==> config.mk <==
export PLATFORM = sky130hd
export DESIGN_NAME = link_ready_monitor
export DESIGN_NICKNAME = d
export VERILOG_FILES = /design/src/rtl/link_mon_pkg.sv /design/src/rtl/lm_word_classifier.sv /design/src/rtl/lm_flag_tracker.sv /design/src/rtl/lm_qual_engine.sv /design/src/rtl/link_ready_monitor.sv
export SDC_FILE = /design/constraint.sdc
export NUM_CORES = 1
export LEC_CHECK = 0
export CORE_MARGIN = 10
export CORE_UTILIZATION = 33
export DETAILED_ROUTE_END_ITERATION = 10
export SLEW_MARGIN = 10
export SYNTH_ARGS = -nofsm -noshare
export SYNTH_HDL_FRONTEND = slang
export SYNTH_HIERARCHICAL = 1
export SYNTH_SLANG_ARGS = --single-unit
==> constraint.sdc <==
create_clock -name clk -period 4 [get_ports clk]
set_clock_uncertainty 0.05 [all_clocks]
set_input_delay 0.8 -clock clk [delete_from_list [all_inputs] [get_ports clk]]
set_output_delay 0.8 -clock clk [all_outputs]
set_load 0.02 [all_outputs]
==> src/rtl/link_mon_pkg.sv <==
package link_mon_pkg;

    typedef struct packed {
        logic code_err;
        logic is_data;
        logic is_ctrl;
        logic is_idle;
        logic flag;
    } word_info_t;

    typedef struct packed {
        logic err;
        logic data_av;
        logic ctrl_av;
        logic bit16;
    } word_out_t;

    typedef enum logic [1:0] {
        KIND_BAD  = 2'd0,
        KIND_DATA = 2'd1,
        KIND_CTRL = 2'd2,
        KIND_IDLE = 2'd3
    } word_kind_e;

    typedef enum logic {
        ST_HUNT  = 1'b0,
        ST_READY = 1'b1
    } link_state_e;

    // Exactly one class bit and a clean code field make a legal word.
    function automatic word_kind_e classify(word_info_t w);
        word_kind_e k;
        k = KIND_BAD;
        if (!w.code_err) begin
            case ({w.is_data, w.is_ctrl, w.is_idle})
                3'b100:  k = KIND_DATA;
                3'b010:  k = KIND_CTRL;
                3'b001:  k = KIND_IDLE;
                default: k = KIND_BAD;
            endcase
        end
        return k;
    endfunction

endpackage

==> src/rtl/lm_word_classifier.sv <==
module lm_word_classifier
    import link_mon_pkg::*;
(
    input  logic       clk,
    input  logic       rst,
    input  logic       word_vld,
    input  logic       flag_mode,
    input  word_info_t info,
    output word_out_t  out
);
    word_kind_e kind;
    word_out_t  out_n;

    always_comb begin
        kind  = classify(info);
        out_n = '0;
        if (word_vld) begin
            out_n.err     = (kind == KIND_BAD);
            out_n.data_av = (kind == KIND_DATA);
            out_n.ctrl_av = (kind == KIND_CTRL);
            out_n.bit16   = flag_mode & info.flag;
        end
    end

    always_ff @(posedge clk) begin
        if (rst) out <= '0;
        else     out <= out_n;
    end

    assert_code_err_flag_R8: assert property (@(posedge clk) disable iff (rst)
        (word_vld && info.code_err) |=> out.err);

    assert_err_blocks_avail_R9: assert property (@(posedge clk) disable iff (rst)
        out.err |-> (!out.data_av && !out.ctrl_av));

    assert_bit16_gated_R10: assert property (@(posedge clk) disable iff (rst)
        !flag_mode |=> !out.bit16);

endmodule

==> src/rtl/lm_flag_tracker.sv <==
module lm_flag_tracker (
    input  logic clk,
    input  logic rst,
    input  logic word_vld,
    input  logic chk_en,
    input  logic flag,
    output logic miss
);
    logic prev_flag;
    logic prev_seen;

    assign miss = word_vld && chk_en && prev_seen && (flag == prev_flag);

    always_ff @(posedge clk) begin
        if (rst) begin
            prev_flag <= 1'b0;
            prev_seen <= 1'b0;
        end else if (word_vld) begin
            prev_flag <= flag;
            prev_seen <= 1'b1;
        end
    end

    assert_no_miss_disabled_R7: assert property (@(posedge clk) disable iff (rst)
        !chk_en |-> !miss);

endmodule

==> src/rtl/lm_qual_engine.sv <==
module lm_qual_engine
    import link_mon_pkg::*;
#(
    parameter int QUAL_LEN = 64
) (
    input  logic clk,
    input  logic rst,
    input  logic word_vld,
    input  logic code_err,
    input  logic toggle_miss,
    output logic ready
);
    localparam int CNT_W = $clog2(QUAL_LEN + 1);
    localparam logic [CNT_W-1:0] FULL = CNT_W'(QUAL_LEN);
    localparam logic [CNT_W-1:0] LAST = CNT_W'(QUAL_LEN - 1);

    link_state_e      state, state_n;
    logic [CNT_W-1:0] cnt, cnt_n;
    logic             err_prev, err_prev_n;

    always_comb begin
        state_n    = state;
        cnt_n      = cnt;
        err_prev_n = err_prev;
        if (word_vld) begin
            err_prev_n = code_err;
            case (state)
                ST_HUNT: begin
                    if (code_err || toggle_miss) begin
                        cnt_n = '0;
                    end else if (cnt == LAST) begin
                        cnt_n   = FULL;
                        state_n = ST_READY;
                    end else begin
                        cnt_n = cnt + 1'b1;
                    end
                end
                ST_READY: begin
                    if ((code_err && err_prev) || toggle_miss) begin
                        cnt_n   = '0;
                        state_n = ST_HUNT;
                    end
                end
                default: state_n = ST_HUNT;
            endcase
        end
    end

    always_ff @(posedge clk) begin
        if (rst) begin
            state    <= ST_HUNT;
            cnt      <= '0;
            err_prev <= 1'b0;
        end else begin
            state    <= state_n;
            cnt      <= cnt_n;
            err_prev <= err_prev_n;
        end
    end

    assign ready = (state == ST_READY);

    assert_rise_needs_full_R2: assert property (@(posedge clk) disable iff (rst)
        $rose(ready) |-> (cnt == FULL) && $past(word_vld));

    assert_gap_holds_R3: assert property (@(posedge clk) disable iff (rst)
        (!rst && !word_vld) |=> ($stable(ready) && $stable(cnt)));

    assert_double_err_drops_R4: assert property (@(posedge clk) disable iff (rst)
        (ready && word_vld && code_err && err_prev) |=> !ready);

    assert_single_err_keeps_R4: assert property (@(posedge clk) disable iff (rst)
        (ready && word_vld && code_err && !err_prev && !toggle_miss) |=> ready);

    assert_err_restarts_R5: assert property (@(posedge clk) disable iff (rst)
        (!ready && word_vld && code_err) |=> (cnt == '0) && !ready);

    assert_miss_drops_R7: assert property (@(posedge clk) disable iff (rst)
        (word_vld && toggle_miss) |=> !ready);

endmodule

==> src/rtl/link_ready_monitor.sv <==
module link_ready_monitor
    import link_mon_pkg::*;
#(
    parameter int QUAL_LEN = 64
) (
    input  logic clk,
    input  logic rst,
    input  logic word_vld,
    input  logic code_err,
    input  logic is_data,
    input  logic is_ctrl,
    input  logic is_idle,
    input  logic flag_in,
    input  logic flag_mode,
    input  logic toggle_chk,
    output logic link_ready,
    output logic word_err,
    output logic data_avail,
    output logic ctrl_avail,
    output logic bit16_out
);
    word_info_t info;
    word_out_t  wout;
    logic       toggle_miss;

    assign info = '{code_err: code_err, is_data: is_data, is_ctrl: is_ctrl,
                    is_idle: is_idle, flag: flag_in};

    lm_word_classifier u_class (
        .clk       (clk),
        .rst       (rst),
        .word_vld  (word_vld),
        .flag_mode (flag_mode),
        .info      (info),
        .out       (wout)
    );

    lm_flag_tracker u_flag (
        .clk      (clk),
        .rst      (rst),
        .word_vld (word_vld),
        .chk_en   (toggle_chk),
        .flag     (flag_in),
        .miss     (toggle_miss)
    );

    lm_qual_engine #(.QUAL_LEN(QUAL_LEN)) u_qual (
        .clk         (clk),
        .rst         (rst),
        .word_vld    (word_vld),
        .code_err    (code_err),
        .toggle_miss (toggle_miss),
        .ready       (link_ready)
    );

    assign word_err   = wout.err;
    assign data_avail = wout.data_av;
    assign ctrl_avail = wout.ctrl_av;
    assign bit16_out  = wout.bit16;

    assert_avail_exclusive_R9: assert property (@(posedge clk) disable iff (rst)
        !(data_avail && ctrl_avail));

    assert_reset_clears_R1: assert property (@(posedge clk)
        rst |=> (!link_ready && !word_err && !data_avail && !ctrl_avail && !bit16_out));

endmodule

* After elaboration in Yosys (flattened, before gate mapping)
Index checks and enable logic that the tools add are counted.
** Operators by class
- Add/subtract/negate cells :: 1
- Eq/ne operators :: 8
- Mux-type cells :: 10
- Bitwise operators :: 3
- Reductions and logical operators :: 9
** Operators by type and width (number)
- 7-bit 2-to-1 mux :: 3
- 7-bit case mux with 2 select lines :: 1
- 7-bit by 1-bit adder with 7-bit output, second input constant :: 1
- 7-bit by 6-bit == test with 1-bit output, second input constant :: 1
- 2-bit case mux with 3 select lines :: 1
- 1-bit logical AND :: 4
- 3-bit by 1-bit == test with 1-bit output, second input constant :: 1
- 3-bit by 2-bit == test with 1-bit output, second input constant :: 1
- 3-bit == test, second input constant :: 1
- 1-bit 2-to-1 mux :: 3
- 2-bit by 1-bit == test with 1-bit output, second input constant :: 1
- 2-bit == test, second input constant :: 1
- 2-bit logical NOT :: 1
- 1-bit logical OR :: 2
- 2-bit 2-to-1 mux :: 1
- 2-bit != test, second input constant :: 1
- 1-bit NOT :: 2
- 1-bit case mux with 2 select lines :: 1
- 2-bit AND reduction :: 1
- 2-bit OR reduction :: 1
- 1-bit bitwise AND :: 1
- 1-bit == test :: 1
** Word-level totals
- Bits in registers :: 15
- Input bits :: 10
- Output and inout bits :: 5

* Longest topological paths before layout
- Depth after elaboration :: 6
- Mapped depth :: 6

* Cells and area by module
The synthesis kept the hierarchy.
** By module, submodules not included
- lm_qual_engine :: times used 1, cells each 55, area an instance 452.9 um^2
- lm_word_classifier :: times used 1, cells each 14, area an instance 157.7 um^2
- lm_flag_tracker :: times used 1, cells each 9, area an instance 78.8 um^2

* Least setup slack after synthesis
No wires, ideal clock.
- Path kind :: input port to flip-flop
- From :: input flag_in
- To :: register u_qual.cnt[6]
- Setup time :: 0.070 ns
- Data arrival time :: 2.023 ns
- Required time :: 3.880 ns
- Slack :: 1.857 ns
- Stages on the path :: 5
- Buffers on the path :: 0
- Cell sequence :: xor2_1 -> nor2_1 -> or4b_4 -> or4_1 -> a21oi_1
** On the way
- Longest elaborated chain between the ends :: 5
- Elaborated cells on any way between the ends :: 8
** Ends and longest elaborated chain
- start, declared :: line link_ready_monitor.sv:13 : input logic flag_in,
- 1-bit == test (*) :: line lm_flag_tracker.sv:12 : assign miss = word_vld && chk_en && prev_seen && (flag == prev_flag);
- 1-bit logical AND (*) :: line lm_flag_tracker.sv:12
- via toggle_miss :: line link_ready_monitor.sv:24 : logic toggle_miss;
- 1-bit logical OR (on tied branches) :: line lm_qual_engine.sv:29, lm_qual_engine.sv:39
- 7-bit 2-to-1 mux or 2-bit != test (tied branches)
- 7-bit case mux with 2 select lines or 2-bit AND reduction (tied branches)
- end signal, assigned :: line lm_qual_engine.sv:56 : cnt <= cnt_n;
- end, declared :: line lm_qual_engine.sv:18 : logic [CNT_W-1:0] cnt, cnt_n;
Mark *: on every way through the listed nets, which the timed path passes. The rest lies on a longest branch.
A chain may end at the register's enable or synchronous reset.

* Final worst setup path
- From :: input word_vld
- To :: register u_qual.cnt[6]
** On the way
- Longest elaborated chain between the ends :: 6
- Elaborated cells on any way between the ends :: 9
** Ends and longest elaborated chain
- start, declared :: line link_ready_monitor.sv:8 : input logic word_vld,
- 1-bit logical AND (*) (3 in series) :: line lm_flag_tracker.sv:12
- via toggle_miss :: line link_ready_monitor.sv:24
- 1-bit logical OR (on tied branches) :: line lm_qual_engine.sv:29, lm_qual_engine.sv:39
- 7-bit 2-to-1 mux or 2-bit != test (tied branches)
- 7-bit case mux with 2 select lines or 2-bit AND reduction (tied branches)
Marked as above.

==> results.yml <==
outcome:
  status: "complete, no violations"
routing:
  drc: 0
  finalWirelength_um: 1467
  ant_nets: 0
  avgViaCountPerCell: 5.123
  drt_iter0_markers: 11
  routed-via-count: 625
  firstDrtPassIters: 4
  routedWlPerCell_um: 12.02
worst_setup_path:
  max_stage_delay_ns: 0.57
  critical_path_class: "in -> reg"
  worstSetupEndpointType: "flip-flop"
  slowest_stage: "clkdlybuf4s50_1"
  cp.arrival_ns: 2.67
  path_max_fanout: 10
  required_ns: 4.16
  path_buf_inv: 1
  cp_top_family: "simple AND/OR/NAND/NOR gates"
  path_cells: "clkdlybuf4s50_1 -> nand3_1 -> nor2_1 -> or4b_4 -> or4_1 -> a21oi_1"
  critical_path.startpoint_type: "primary input"
  cp.depth: 6
  r2r.worst_path.cells: 5
logic_synthesis:
  syn-num-nets: 89
  netlist_area_sq_um: 689.4
  synth_cells: 78
  yosys_warnings: 6
  synthTopCellsByArea: "dfxtp_1 44%, nor2_1 6.0%, a21oi_1 5.8%, nor3b_2 3.6%, mux2i_1 2.9%"
  synth.distinct_cells: 29
  netlist.area_leader.share_pct: 43.56
  synth_seq_area_share_pct: 43.56
  yosys.area.top_type: "dfxtp_1"
  ys_seq_elements: 15
  syn_avg_cell_area_sq_um: 8.839
sta:
  finalCritPeriodShare_pct: 62.67
  tns_ns: 0
  max_freq_mhz: 398.9
  hold_viol: 0
  fin_crit_ns: 2.507
  drv_slew: 0
  setup_viol: 0
  rsz0062_at_grt: "no"
  fin_ws_ns: 1.493
  max_slew.worst_pin.slew_ns: 0.5079
  slew_headroom_pct: 65.92
global_routing:
  grt_pass1_wl_um: 2587
  grt_overflow_total: 0
  antenna_found_initial: 0
  grt_max_degree: 14
  grt_use_total_pct: 7.732
  first_global_vias: 613
power:
  power.total_w: 0.0002783
  power_density_nw_per_um2: 315.5
  leakagePower_nw: 0.3048
  vdd_ir_drop_max_mv: 0.2341
clocking:
  htree_levels: 1
  clock_sinks: 15
  clk_path_buf_depth: 2
  cts_hold_buf: 0
  cts_resized: 0
  cts_tree: "yes"
  ctsRootBufferMaster: "clkbuf_4"
  clock_latency_ns: 0.28
  cts_buffers: 3
  path_clk_slew_ns: 0.09
  post_cts_buffers: 0
place:
  pre_cts_ws_ns: 1.186
  placement.io_buffers: 14
  dp_hpwl_um: 1158
  gp_congestion: 0.7396
  placed_cells: 118
hold_path:
  hold_path.class: "reg -> reg"
  hold_depth: 2
run:
  cap_violations: 0
floorplan:
  die_h_um: 65.71
  row_count: 16
  start_util_pct: 34.79
  io_pins: 15
  dieArea_sq_um: 4317
  die_w_um: 65.71
  core-area_sq_um: 1982
final_layout:
  utilization_pct: 44.51
  diodes: 0
  nets: 107
  drive_above_1_share_pct: 6.316
  syn_to_final_growth_pct: 27.95
  instances_no_fill: 122
==> kinds of logic (layout without fill, tap and decap cells) <==
family	count (synthesis)	count (layout)	share of synthesized area, %
simple gates	39	39	32.49
compound gates	18	18	15.61
flops	15	15	43.56
xor+xnor	2	2	2.541
mux	2	2	2.904
fa+ha+maj	1	1	1.815
buf+inv	1	18	1.089
==> per-layer routing <==
metal | up-vias | wire (um) | track usage, %
met5 | - | 0 | 0
li1 | 323 | - | -
met1 | 294 | 613 | 7.129
met4 | 0 | 16 | 3.743
met3 | 2 | 80 | 4.237
met2 | 6 | 757 | 13.53
==> cells in the mapped netlist <==
cell type   n
a221oi_1    1
a31oi_1     1
ha_1        1
nand2_1     5
nand3_1     4
o31a_1      1
nor2_1     11
nor3b_2     2
nand2b_1    2
or3b_1      1
o21a_1      1
or4b_1      1
mux2i_1     2
or4b_4      1
buf_4       1
a211oi_1    1
nor4b_1     1
or3_1       3
o21ai_0     3
o2111ai_1   1
or4_1       1
nor3_1      4
and3_1      1
dfxtp_1    15
nor4_1      1
a21oi_1     8
xor2_1      2
o21ai_1     1
and2_1      1
==> worst paths after layout <==
check / start / end / slack (ns)
worst max-delay path: word_vld / u_qual/cnt[6] / 1.49
worst min-delay path: u_qual/cnt[1] / u_qual/cnt[1] / 0.43
worst max register to register: u_flag/prev_flag / u_qual/cnt[6] / 2.24
worst min register to register: u_qual/cnt[1] / u_qual/cnt[1] / 0.43
==> sequential cells by signal, summed over array words and instances (netlist names) <==
register          cells
u_flag/prev_flag      1
u_flag/prev_seen      1
u_class/out           4
u_qual/err_prev       1
u_qual/ready          1
u_qual/cnt            7
==> power by group <==
| part | leakage, nW | internal (W) | switching, W |
|---|---|---|---|
| registers | 0.122 | 0.000154 | 0.00000281 |
| logic | 0.168 | 0.0000196 | 0.0000187 |
| clock network | 0.0150 | 0.0000387 | 0.0000449 |
| total | 0.305 | 0.000212 | 0.0000663 |
==> cell type report <==
cell class / count / area [sq um]
clock buffers: 4 / 26.28
fillers: 201 / 1100
multi-input cells: 62 / 381.6
flip-flops and latches: 15 / 300.3
well taps: 27 / 33.78
repair buffers: 14 / 140.1
==> cells in the final DEF (no fill, tap or decap), types with 2 or more instances in the layout <==
master / instances
mux2i_1: 2
nor2_1: 11
nand3_1: 4
o21ai_0: 3
nand2_1: 5
nand2b_1: 2
a21oi_1: 8
nor3b_2: 2
or3_1: 3
xor2_1: 2
clkdlybuf4s50_1: 14
clkbuf_4: 3
nor3_1: 4
dfxtp_1: 15
==> through the flow <==
step	hold slack, ns	instance area [sq um]
floorplan	0.3876	689.4
CTS	0.4325	882.1
detailed placement	0.4170	855.8
global placement	0.4152	855.8
global route	0.4658	882.1
finish	0.4282	882.1
==> worst reg2reg max path: stages, from the launching register on <==
cell	delay [ns]
dfxtp_1	0.34
xor2_1	0.15
nor2_1	0.09
or4b_4	0.52
or4_1	0.41
a21oi_1	0.14
(Power assumes the default switching activity.)
